===== config.mk =====
export PLATFORM = sky130hd
export DESIGN_NAME = wps_sched_buf
export DESIGN_NICKNAME = d
export VERILOG_FILES = /design/src/rtl/sbuf_pkg.sv /design/src/rtl/sbuf_slot.sv /design/src/rtl/sbuf_pick.sv /design/src/rtl/sbuf_lowest.sv /design/src/rtl/wps_sched_buf.sv
export SDC_FILE = /design/constraint.sdc
export NUM_CORES = 2
export LEC_CHECK = 0
export BUFFER_PORTS_ARGS = -buffer_cell sky130_fd_sc_hd__buf_2
export CAP_MARGIN = 20
export CORE_ASPECT_RATIO = 1.2
export CORE_UTILIZATION = 40
export CTS_CLUSTER_SIZE = 14
export DETAILED_ROUTE_END_ITERATION = 7
export SLEW_MARGIN = 30
export SYNTH_ARGS = -nofsm -noshare
export SYNTH_HDL_FRONTEND = slang
export SYNTH_SLANG_ARGS = --single-unit

===== constraint.sdc =====
create_clock -name clk -period 18.65 [get_ports clk]
set_input_delay 0.9325 -clock clk [delete_from_list [all_inputs] [get_ports clk]]
set_output_delay 0.9325 -clock clk [all_outputs]
set_load 0.02 [all_outputs]

===== src/rtl/sbuf_pkg.sv =====
package sbuf_pkg;
    typedef enum logic {
        SLOT_EMPTY = 1'b0,
        SLOT_HELD  = 1'b1
    } slot_state_e;
endpackage


===== src/rtl/sbuf_slot.sv =====
module sbuf_slot
    import sbuf_pkg::*;
#(
    parameter int BID_W  = 12,
    parameter int ADDR_W = 32,
    parameter int TWC_W  = 16,
    parameter int AGE_W  = 8
) (
    input  logic              clk,
    input  logic              rst_n,
    input  logic              alloc,
    input  logic [BID_W-1:0]  in_bid,
    input  logic [ADDR_W-1:0] in_pc,
    input  logic [ADDR_W-1:0] in_sp,
    input  logic [TWC_W-1:0]  in_twc,
    input  logic              upd_valid,
    input  logic [BID_W-1:0]  upd_bid,
    input  logic [TWC_W-1:0]  upd_twc,
    input  logic              ready,
    input  logic              grant,
    input  logic              bounce,
    input  logic [AGE_W-1:0]  age_limit,
    output logic              held,
    output logic              eligible,
    output logic              expired,
    output logic [BID_W-1:0]  bid_o,
    output logic [ADDR_W-1:0] pc_o,
    output logic [ADDR_W-1:0] sp_o,
    output logic [TWC_W-1:0]  twc_o
);
    slot_state_e       state_q, state_d;
    logic [BID_W-1:0]  bid_q;
    logic [ADDR_W-1:0] pc_q, sp_q;
    logic [TWC_W-1:0]  twc_q;
    logic [AGE_W-1:0]  age_q;

    // next-state: ALLOC, ISSUE, BOUNCE
    always_comb begin
        state_d = state_q;
        unique case (state_q)
            SLOT_EMPTY: if (alloc)           state_d = SLOT_HELD;
            SLOT_HELD:  if (grant || bounce) state_d = SLOT_EMPTY;
            default:                         state_d = SLOT_EMPTY;
        endcase
    end

    always_ff @(posedge clk) begin
        if (!rst_n) state_q <= SLOT_EMPTY;
        else        state_q <= state_d;
    end

    // payload, REFRESH and AGE
    always_ff @(posedge clk) begin
        if (!rst_n) begin
            bid_q <= '0;
            pc_q  <= '0;
            sp_q  <= '0;
            twc_q <= '0;
            age_q <= '0;
        end else if (state_q == SLOT_EMPTY) begin
            if (alloc) begin
                bid_q <= in_bid;
                pc_q  <= in_pc;
                sp_q  <= in_sp;
                twc_q <= in_twc;
                age_q <= '0;
            end
        end else begin
            if (upd_valid && (bid_q == upd_bid))
                twc_q <= upd_twc;
            if (ready && !grant && !bounce && (age_q < age_limit))
                age_q <= age_q + 1'b1;
        end
    end

    assign held     = (state_q == SLOT_HELD);
    assign eligible = held && ready;
    assign expired  = eligible && (age_q >= age_limit);
    assign bid_o    = bid_q;
    assign pc_o     = pc_q;
    assign sp_o     = sp_q;
    assign twc_o    = twc_q;

    AST_KEEP_FIRST: assert property (@(posedge clk) disable iff (!rst_n)
        (held && alloc && !grant && !bounce) |=> ($stable(bid_q) && $stable(pc_q)));
    AST_BOUNCE_EXPIRED: assert property (@(posedge clk) disable iff (!rst_n)
        bounce |-> (expired && !grant));
endmodule


===== src/rtl/sbuf_pick.sv =====
module sbuf_pick #(
    parameter int N_SLOTS = 4,
    parameter int TWC_W   = 16,
    parameter int CORE_W  = 2
) (
    input  logic                          enable,
    input  logic [N_SLOTS-1:0]            elig,
    input  logic [N_SLOTS-1:0][TWC_W-1:0] twc,
    output logic [N_SLOTS-1:0]            grant,
    output logic [CORE_W-1:0]             win_idx,
    output logic                          any
);
    logic [TWC_W-1:0] best;
    logic             found;

    // strict greater-than keeps the lower index on ties
    always_comb begin
        best    = '0;
        found   = 1'b0;
        win_idx = '0;
        for (int i = 0; i < N_SLOTS; i++) begin
            if (elig[i] && (!found || (twc[i] > best))) begin
                best    = twc[i];
                found   = 1'b1;
                win_idx = CORE_W'(i);
            end
        end
        any   = enable && found;
        grant = '0;
        if (any) grant[win_idx] = 1'b1;
    end
endmodule


===== src/rtl/sbuf_lowest.sv =====
module sbuf_lowest #(
    parameter int N_SLOTS = 4,
    parameter int CORE_W  = 2
) (
    input  logic [N_SLOTS-1:0] req,
    output logic [N_SLOTS-1:0] sel,
    output logic [CORE_W-1:0]  idx,
    output logic               any
);
    always_comb begin
        sel = '0;
        idx = '0;
        any = 1'b0;
        for (int i = N_SLOTS - 1; i >= 0; i--) begin
            if (req[i]) begin
                idx = CORE_W'(i);
                any = 1'b1;
            end
        end
        if (any) sel[idx] = 1'b1;
    end
endmodule


===== src/rtl/wps_sched_buf.sv =====
module wps_sched_buf #(
    parameter int N_SLOTS = 4,
    parameter int BID_W   = 12,
    parameter int ADDR_W  = 32,
    parameter int TWC_W   = 16,
    parameter int AGE_W   = 8,
    localparam int CORE_W = (N_SLOTS > 1) ? $clog2(N_SLOTS) : 1
) (
    input  logic               clk,
    input  logic               rst_n,
    input  logic               ctx_free,
    input  logic [AGE_W-1:0]   age_limit,
    input  logic               req_valid,
    input  logic [CORE_W-1:0]  req_core,
    input  logic [BID_W-1:0]   req_bid,
    input  logic [ADDR_W-1:0]  req_pc,
    input  logic [ADDR_W-1:0]  req_sp,
    input  logic [TWC_W-1:0]   req_twc,
    input  logic               upd_valid,
    input  logic [BID_W-1:0]   upd_bid,
    input  logic [TWC_W-1:0]   upd_twc,
    input  logic [N_SLOTS-1:0] slot_ready,
    output logic               iss_valid,
    output logic [CORE_W-1:0]  iss_core,
    output logic [BID_W-1:0]   iss_bid,
    output logic [ADDR_W-1:0]  iss_pc,
    output logic [ADDR_W-1:0]  iss_sp,
    output logic               bnc_valid,
    output logic [CORE_W-1:0]  bnc_core,
    output logic [BID_W-1:0]   bnc_bid,
    output logic [ADDR_W-1:0]  bnc_pc,
    output logic [ADDR_W-1:0]  bnc_sp
);
    logic [N_SLOTS-1:0]            held_v, elig_v, exp_v, grant_v, bnc_sel_v;
    logic [N_SLOTS-1:0][TWC_W-1:0] twc_v;
    logic [BID_W-1:0]              bid_a [N_SLOTS];
    logic [ADDR_W-1:0]             pc_a  [N_SLOTS];
    logic [ADDR_W-1:0]             sp_a  [N_SLOTS];
    logic [CORE_W-1:0]             win_idx, bnc_idx;
    logic                          any_grant, any_bnc;

    for (genvar g = 0; g < N_SLOTS; g++) begin : g_slot
        sbuf_slot #(
            .BID_W (BID_W),
            .ADDR_W(ADDR_W),
            .TWC_W (TWC_W),
            .AGE_W (AGE_W)
        ) u_slot (
            .clk      (clk),
            .rst_n    (rst_n),
            .alloc    (req_valid && (req_core == CORE_W'(g))),
            .in_bid   (req_bid),
            .in_pc    (req_pc),
            .in_sp    (req_sp),
            .in_twc   (req_twc),
            .upd_valid(upd_valid),
            .upd_bid  (upd_bid),
            .upd_twc  (upd_twc),
            .ready    (slot_ready[g]),
            .grant    (grant_v[g]),
            .bounce   (bnc_sel_v[g]),
            .age_limit(age_limit),
            .held     (held_v[g]),
            .eligible (elig_v[g]),
            .expired  (exp_v[g]),
            .bid_o    (bid_a[g]),
            .pc_o     (pc_a[g]),
            .sp_o     (sp_a[g]),
            .twc_o    (twc_v[g])
        );
    end

    sbuf_pick #(
        .N_SLOTS(N_SLOTS),
        .TWC_W  (TWC_W),
        .CORE_W (CORE_W)
    ) u_pick (
        .enable (ctx_free),
        .elig   (elig_v),
        .twc    (twc_v),
        .grant  (grant_v),
        .win_idx(win_idx),
        .any    (any_grant)
    );

    sbuf_lowest #(
        .N_SLOTS(N_SLOTS),
        .CORE_W (CORE_W)
    ) u_bounce (
        .req(exp_v & ~grant_v),
        .sel(bnc_sel_v),
        .idx(bnc_idx),
        .any(any_bnc)
    );

    // output registers
    always_ff @(posedge clk) begin
        if (!rst_n) begin
            iss_valid <= 1'b0;
            iss_core  <= '0;
            iss_bid   <= '0;
            iss_pc    <= '0;
            iss_sp    <= '0;
            bnc_valid <= 1'b0;
            bnc_core  <= '0;
            bnc_bid   <= '0;
            bnc_pc    <= '0;
            bnc_sp    <= '0;
        end else begin
            iss_valid <= any_grant;
            if (any_grant) begin
                iss_core <= win_idx;
                iss_bid  <= bid_a[win_idx];
                iss_pc   <= pc_a[win_idx];
                iss_sp   <= sp_a[win_idx];
            end
            bnc_valid <= any_bnc;
            if (any_bnc) begin
                bnc_core <= bnc_idx;
                bnc_bid  <= bid_a[bnc_idx];
                bnc_pc   <= pc_a[bnc_idx];
                bnc_sp   <= sp_a[bnc_idx];
            end
        end
    end

    AST_ONE_ISSUE: assert property (@(posedge clk) disable iff (!rst_n)
        $onehot0(grant_v));
    AST_ISSUE_NEEDS_FREE: assert property (@(posedge clk) disable iff (!rst_n)
        iss_valid |-> $past(ctx_free));
    AST_GRANT_READY: assert property (@(posedge clk) disable iff (!rst_n)
        ((grant_v & ~(held_v & slot_ready)) == '0));
    AST_SPLIT_CORES: assert property (@(posedge clk) disable iff (!rst_n)
        (iss_valid && bnc_valid) |-> (iss_core != bnc_core));
endmodule


-- Word-level counts from Yosys, hierarchy flattened
Cells that the tools add are included.
- order comparisons: 17
- add/subtract/negate cells: 4
- muxes and demuxes: 78
- reduce and logical (&&, ||, !) cells: 69
- eq/ne operators: 15
- bitwise gates (word level): 8
- operator list (operator ; number):
    $bmux 32 s2 ; 4
    $mux 32 ; 8
    $mux 16 ; 15
    $mux 8 ; 12
    $bmux 12 s2 ; 2
    $eq 12x12->1 ; 4
    $gt 16x16->1 ; 3
    $mux 12 ; 4
    $logic_and 1x1->1 ; 34
    $add 8x1->8 const B ; 4
    $ge 8x8->1 ; 4
    $lt 8x8->1 ; 4
    $reduce_and 2->1 ; 12
    $mux 1 ; 19
    $ne 2x2->1 const B ; 8
    $mux 2 ; 6
    $logic_not 1->1 ; 11
    $mux 4 ; 2
    $pmux 1 s2 ; 4
    $reduce_bool 2->1 ; 4
    $logic_or 1x1->1 ; 7
    $ge 3x3->1 const B ; 2
    $lt 2x3->1 const B ; 2
    $not 2->3 ; 2
    other kinds (8) ; 14
- output and inout bits: 158
- word-level logic and storage cells: 225
- flip-flop bits (word level): 562
- input bits: 139

-- Depth between registers and ports, before layout
- depth after elaboration: 35
- depth in mapped cells: 41
- mapped depth without buffers: 29

-- By module
A second synthesis with hierarchy kept.
- cells, all modules: 3208
- area, all modules: 28335.9 um2
- by module, submodules not included (module ; area each (um2) ; sequential area each (um2) ; cells each ; times used):
    sbuf_slot ; 4224.1 ; 2021.9 ; 520 ; 4
    wps_sched_buf ; 9691.8 ; 3163.0 ; 891 ; 1
    sbuf_pick ; 1697.9 ; 0.0 ; 226 ; 1
    sbuf_lowest ; 50.0 ; 0.0 ; 11 ; 1

-- Least setup slack after synthesis
No wires, ideal clock.
- kind: input to register
- start: input slot_ready[0]
- end: register bnc_pc[2]
- data arrival time: 8.469 ns
- required time: 18.526 ns
- stages on the path: 41
- setup time: 0.124 ns
- buffers on the path: 13
- path slack: 10.057 ns
- cells stage by stage: and2_1 > clkbuf_1 > clkbuf_1 > nand2_1 > ha_1 > and3_1 > o21ai_0 > a21oi_1 > or4_1 > and2_1 > buf_2 > clkbuf_1 > clkbuf_1 > nor2_1 > a21oi_1 > ha_1 > a21oi_1 > o21ai_0 > (+5 left out) > buf_2 > buf_1 > nand2_1 > o21ai_0 > ha_1 > nand4_2 > nor4_2 > nor3b_2 > a31oi_2 > a21oi_4 > buf_6 > nand3_2 > and4_1 > clkbuf_1 > buf_6 > buf_6 > a222oi_1 > nor2_1
- longest elaborated chain between the ends: 29
- elaborated cells between the ends (all ways): 45
- those cells by class: order compare: 5; mux: 24; bitwise: 3; reduce/logical: 13
- RTL lines (element ; RTL line ; text):
    start: declaration ; wps_sched_buf.sv:22 ; input logic [N_SLOTS-1:0] slot_ready,
    $logic_and 1x1->1 (*) ; sbuf_slot.sv:77 ; assign eligible = held && ready;
    $mux 16 or $mux 1 (tied branches) ; sbuf_pick.sv:22 ; if (elig[i] && (!found || (twc[i] > best))) begin
    $gt 16x16->1 or $logic_not 1->1 (tied branches) ; sbuf_pick.sv:22 ;
    $logic_or 1x1->1 ; sbuf_pick.sv:22 ;
    $logic_and 1x1->1 ; sbuf_pick.sv:22 ;
    $mux 16 or $mux 1 (tied branches) ; sbuf_pick.sv:22 ;
    $gt 16x16->1 or $logic_not 1->1 (tied branches) ; sbuf_pick.sv:22 ;
    $logic_or 1x1->1 ; sbuf_pick.sv:22 ;
    (+9 left out) ; -- ;
    $demux 1 s2 ; -- ;
    $mux 4 ; sbuf_pick.sv:30 ; if (any) grant[win_idx] = 1'b1;
    $not 4->4 ; wps_sched_buf.sv:90 ; .req(exp_v & ~grant_v),
    $and 4x4->4 (*) ; wps_sched_buf.sv:90 ;
    $mux 2 (4 in a row) ; sbuf_lowest.sv:15 ; if (req[i]) begin
    $not 2->3 (implied by the code) ; wps_sched_buf.sv:121 ; bnc_pc <= pc_a[bnc_idx];
    $bmux 32 s2 ; wps_sched_buf.sv:121 ;
    $mux 32 (implied by the code) (2 in a row) ; wps_sched_buf.sv:121 ;
    end signal: assignment ; wps_sched_buf.sv:121 ;
    end: declaration ; wps_sched_buf.sv:31 ; output logic [ADDR_W-1:0] bnc_pc,
Mark *: on every way between the ends. The rest lies on a longest branch, timed or not. The select of a mux whose other input is x is not followed.
A chain may end at the register's enable or synchronous reset.

-- Final worst setup path
- start: input slot_ready[0]
- end: register bnc_pc[23]
Same word-level chain as after synthesis.

==> impl_metrics.env <==
export IMPL_p_sw_share_pct=25.9
export IMPL_crit_arrival_ps=11640
export IMPL_coreArea_um2=65700
export IMPL_tightest_slew_ps=999
export IMPL_grt_pass1_vias=24500
export IMPL_synth_ff_type="dfxtp_1"
export IMPL_drc_errors=0
export IMPL_p_per_area_nw_per_um2=94.0
export IMPL_fmax_mhz=90.2
export IMPL_cts_hold_buffers=0
export IMPL_status="completed"
export IMPL_post_cts_buffers=0
export IMPL_place_hpwl_mm=57.6
export IMPL_die_h_um=284
export IMPL_crit_required_ps=19210
export IMPL_synth_top_area_share_pct=42.3
export IMPL_grt_total_usage_pct=27.9
export IMPL_wl_per_cell_um=21.4
export IMPL_dp_cells=4409
export IMPL_num_io_pins=297
export IMPL_ys_top_cells_by_area="dfxtp_1 42%, nand2_1 12%, a21oi_1 9.6%"
export IMPL_syn_cell_area_um2=26600
export IMPL_finalSetupViolCount=0
export IMPL_p_comb_share_pct=10.4
export IMPL_total_leakage_power_uw=0.0119
export IMPL_synthDistinctLibCells=69
export IMPL_fillers=6664
export IMPL_start_kind="input port"
export IMPL_clk_latency_ps=620
export IMPL_rows=103
export IMPL_stdcell_count=4520
export IMPL_cts_sinks=562
export IMPL_seq_area_frac_synth_pct=42.3
export IMPL_relSlewSlack_pct=33.4
export IMPL_syn_to_final_growth_pct=14.8
export IMPL_die_area_um2=67500
export IMPL_final_common_cell="nand2_1"
export IMPL_synth_avg_cell_area_um2=7.56
export IMPL_crit_slowest_cell="nand4_4"
export IMPL_grt_pass1_wl_mm=147
export IMPL_layout_common_cells="821 x nand2_1, 562 x dfxtp_1, 508 x a21oi_1"
export IMPL_clkPwrFrac_pct=45.2
export IMPL_detail_route_antenna_nets=0
export IMPL_cts_root_buf="clkbuf_16"
export IMPL_finalSetupTns_ps=0
export IMPL_io_buffer_count=296
export IMPL_skew_ps=17.1
export IMPL_antenna_found_initial=8
export IMPL_post_cts_resized=0
export IMPL_finalHoldViolCount=0
export IMPL_drt_vias_per_instance=5.74
export IMPL_start_util_pct=40.4
export IMPL_rsz0062_at_grt="no"
export IMPL_yosys_area_top_type="dfxtp_1"
export IMPL_path_clk_slew_ps=60
export IMPL_worst_path_largest_cell_delay_ps=750
export IMPL_vias=26000
export IMPL_p_switching_uw=743
export IMPL_chipWidth_um=237
export IMPL_finalCritPeriodShare_pct=59.4
export IMPL_ys_async_sr_fraction_pct=0
export IMPL_crit_fanout=64
export IMPL_post_route_min_period_ps=11090
export IMPL_yosys_warnings=0
export IMPL_gp_congestion=0.854
export IMPL_multi_input_area_um2=14200
export IMPL_gr_total_overflow=0
export IMPL_end_kind="flop"
export IMPL_final_nets=3852
export IMPL_synth_seq_cells=562
export IMPL_grt_max_degree=109
export IMPL_drtIter0Drc=2418
export IMPL_htree_num_levels=2
export IMPL_clock_tree_buffer_depth=3
export IMPL_whs_ps=471
export IMPL_finalWorstSetupSlack_ps=7560
export IMPL_pre_cts_ws_ps=7090
export IMPL_postSynthCellCount=3517
export IMPL_finalPower_uw=2870
export IMPL_drv_cap=0
export IMPL_vdd_drop_max_v=0.0000652
export IMPL_cts_buffers=57
export IMPL_final_max_slew_viol_count=0
export IMPL_postSynthNetCount=3740
export IMPL_p_seq_share_pct=44.5
export IMPL_seqCellArea_um2=11300
export IMPL_drt_first_pass_iters=7
export IMPL_cts_tree="done"
export IMPL_hold_path_class="flop to flop"
export IMPL_wl_mm=96.6
export IMPL_p_int_uw=2130
export IMPL_synth_enable_flop_cells=0
export IMPL_worstSetupPathType="input port to flop"
export IMPL_final_layout_size_suffix_gt1_share_pct=12.7
-- cell families (layout without fill, tap and decap cells) --
logic type | Yosys count | in the layout | synth area share [%]
and+or+nand+nor | 1523 | 1523 | 23.2
AOI/OAI and AO/OA | 915 | 915 | 21.3
DFF | 562 | 562 | 42.3
buffers and inverters | 307 | 464 | 4.69
adders and majority gates | 84 | 84 | 3.96
muxes | 67 | 67 | 2.53
xor gates and xnor gates | 59 | 59 | 1.94
other | 0 | 6 | 0
-- routing by layer --
layer  global-route usage (%)  vias to the layer above  part of all wire, %
met4                     10.6                        8                  3.2
met1                     36.1                    12300                   42
met2                     46.2                     1023                   47
met3                     4.71                      193                  7.7
met5                        0                        -                0.061
li1                         -                    12500                    -
-- per-stage QoR --
| step | utilization (%) | area, um^2 |
|---|---|---|
| floorplan | - | 26600 |
| global route | 46.4 | 30500 |
| detailed placement | 43.2 | 28400 |
| global placement | 43.2 | 28400 |
| finish | 46.4 | 30500 |
| CTS | 46.4 | 30500 |
-- synthesized netlist by cell type, drive strengths merged, types with 7 or more instances --
library cell and count:
nand2 824, dfxtp 562, a21oi 509, nor2 485, clkbuf 216, o21ai 117, ha 84, nor3 84
a222oi 76, a311oi 76, a211oi 67, mux2i 66, buf 64, xor2 37, nand4 34, nand3 33
inv 27, xnor2 22, a21o 20, nor4 12, and2 10, a31oi 8, and3 7, or3 7
or4 7
-- path summary, 6_finish.rpt --
path	start	endpoint	slack (ps)	cells past startpoint
setup / recovery	slot_ready[0]	bnc_pc[23]	7560	31
hold / removal	g_slot[0].u_slot.sp_o[3]	g_slot[0].u_slot.sp_o[3]	470	2
setup reg to reg	g_slot[0].u_slot.held	bnc_pc[23]	7650	30
hold reg to reg	g_slot[0].u_slot.sp_o[3]	g_slot[0].u_slot.sp_o[3]	470	2
-- state kept, by name, summed over array words and instances, names as in the netlist --
signal,flops
iss_core,2
iss_sp,32
bnc_core,2
iss_bid,12
bnc_valid,1
iss_valid,1
g_slot.u_slot.pc_o,128
g_slot.u_slot.held,4
g_slot.u_slot.age_q,32
g_slot.u_slot.bid_o,48
bnc_bid,12
g_slot.u_slot.sp_o,128
g_slot.u_slot.twc_o,64
bnc_pc,32
bnc_sp,32
iss_pc,32
-- critical path, delay by kind of cell --
kind	cells	cell delay, ps
buffers and inverters	4	2230
AND/OR/NAND/NOR	14	4200
AO/OA/AOI/OAI	10	3080
adder cells (fa/ha/maj)	3	1050
-- area by class of cell --
| class | instances | area share, % |
|---|---|---|
| multi-input combinational | 2648 | 46.5 |
| sequential | 562 | 36.9 |
| timing repair buffer | 333 | 5.89 |
| clock buffer | 77 | 5.18 |
| tap | 840 | 3.44 |
| clock inverter | 27 | 1.66 |
| inverter | 27 | 0.357 |
| antenna | 6 | 0.0492 |
-- power by group through the flow --
stage	combinational [uW]	clock, uW	sequential [uW]
floorplan	170	0	1310
global placement	291	0	1300
detailed placement	294	0	1300
CTS	295	1310	1280
global route	324	1360	1280
finish	297	1300	1280
(Power assumes the default switching activity.)
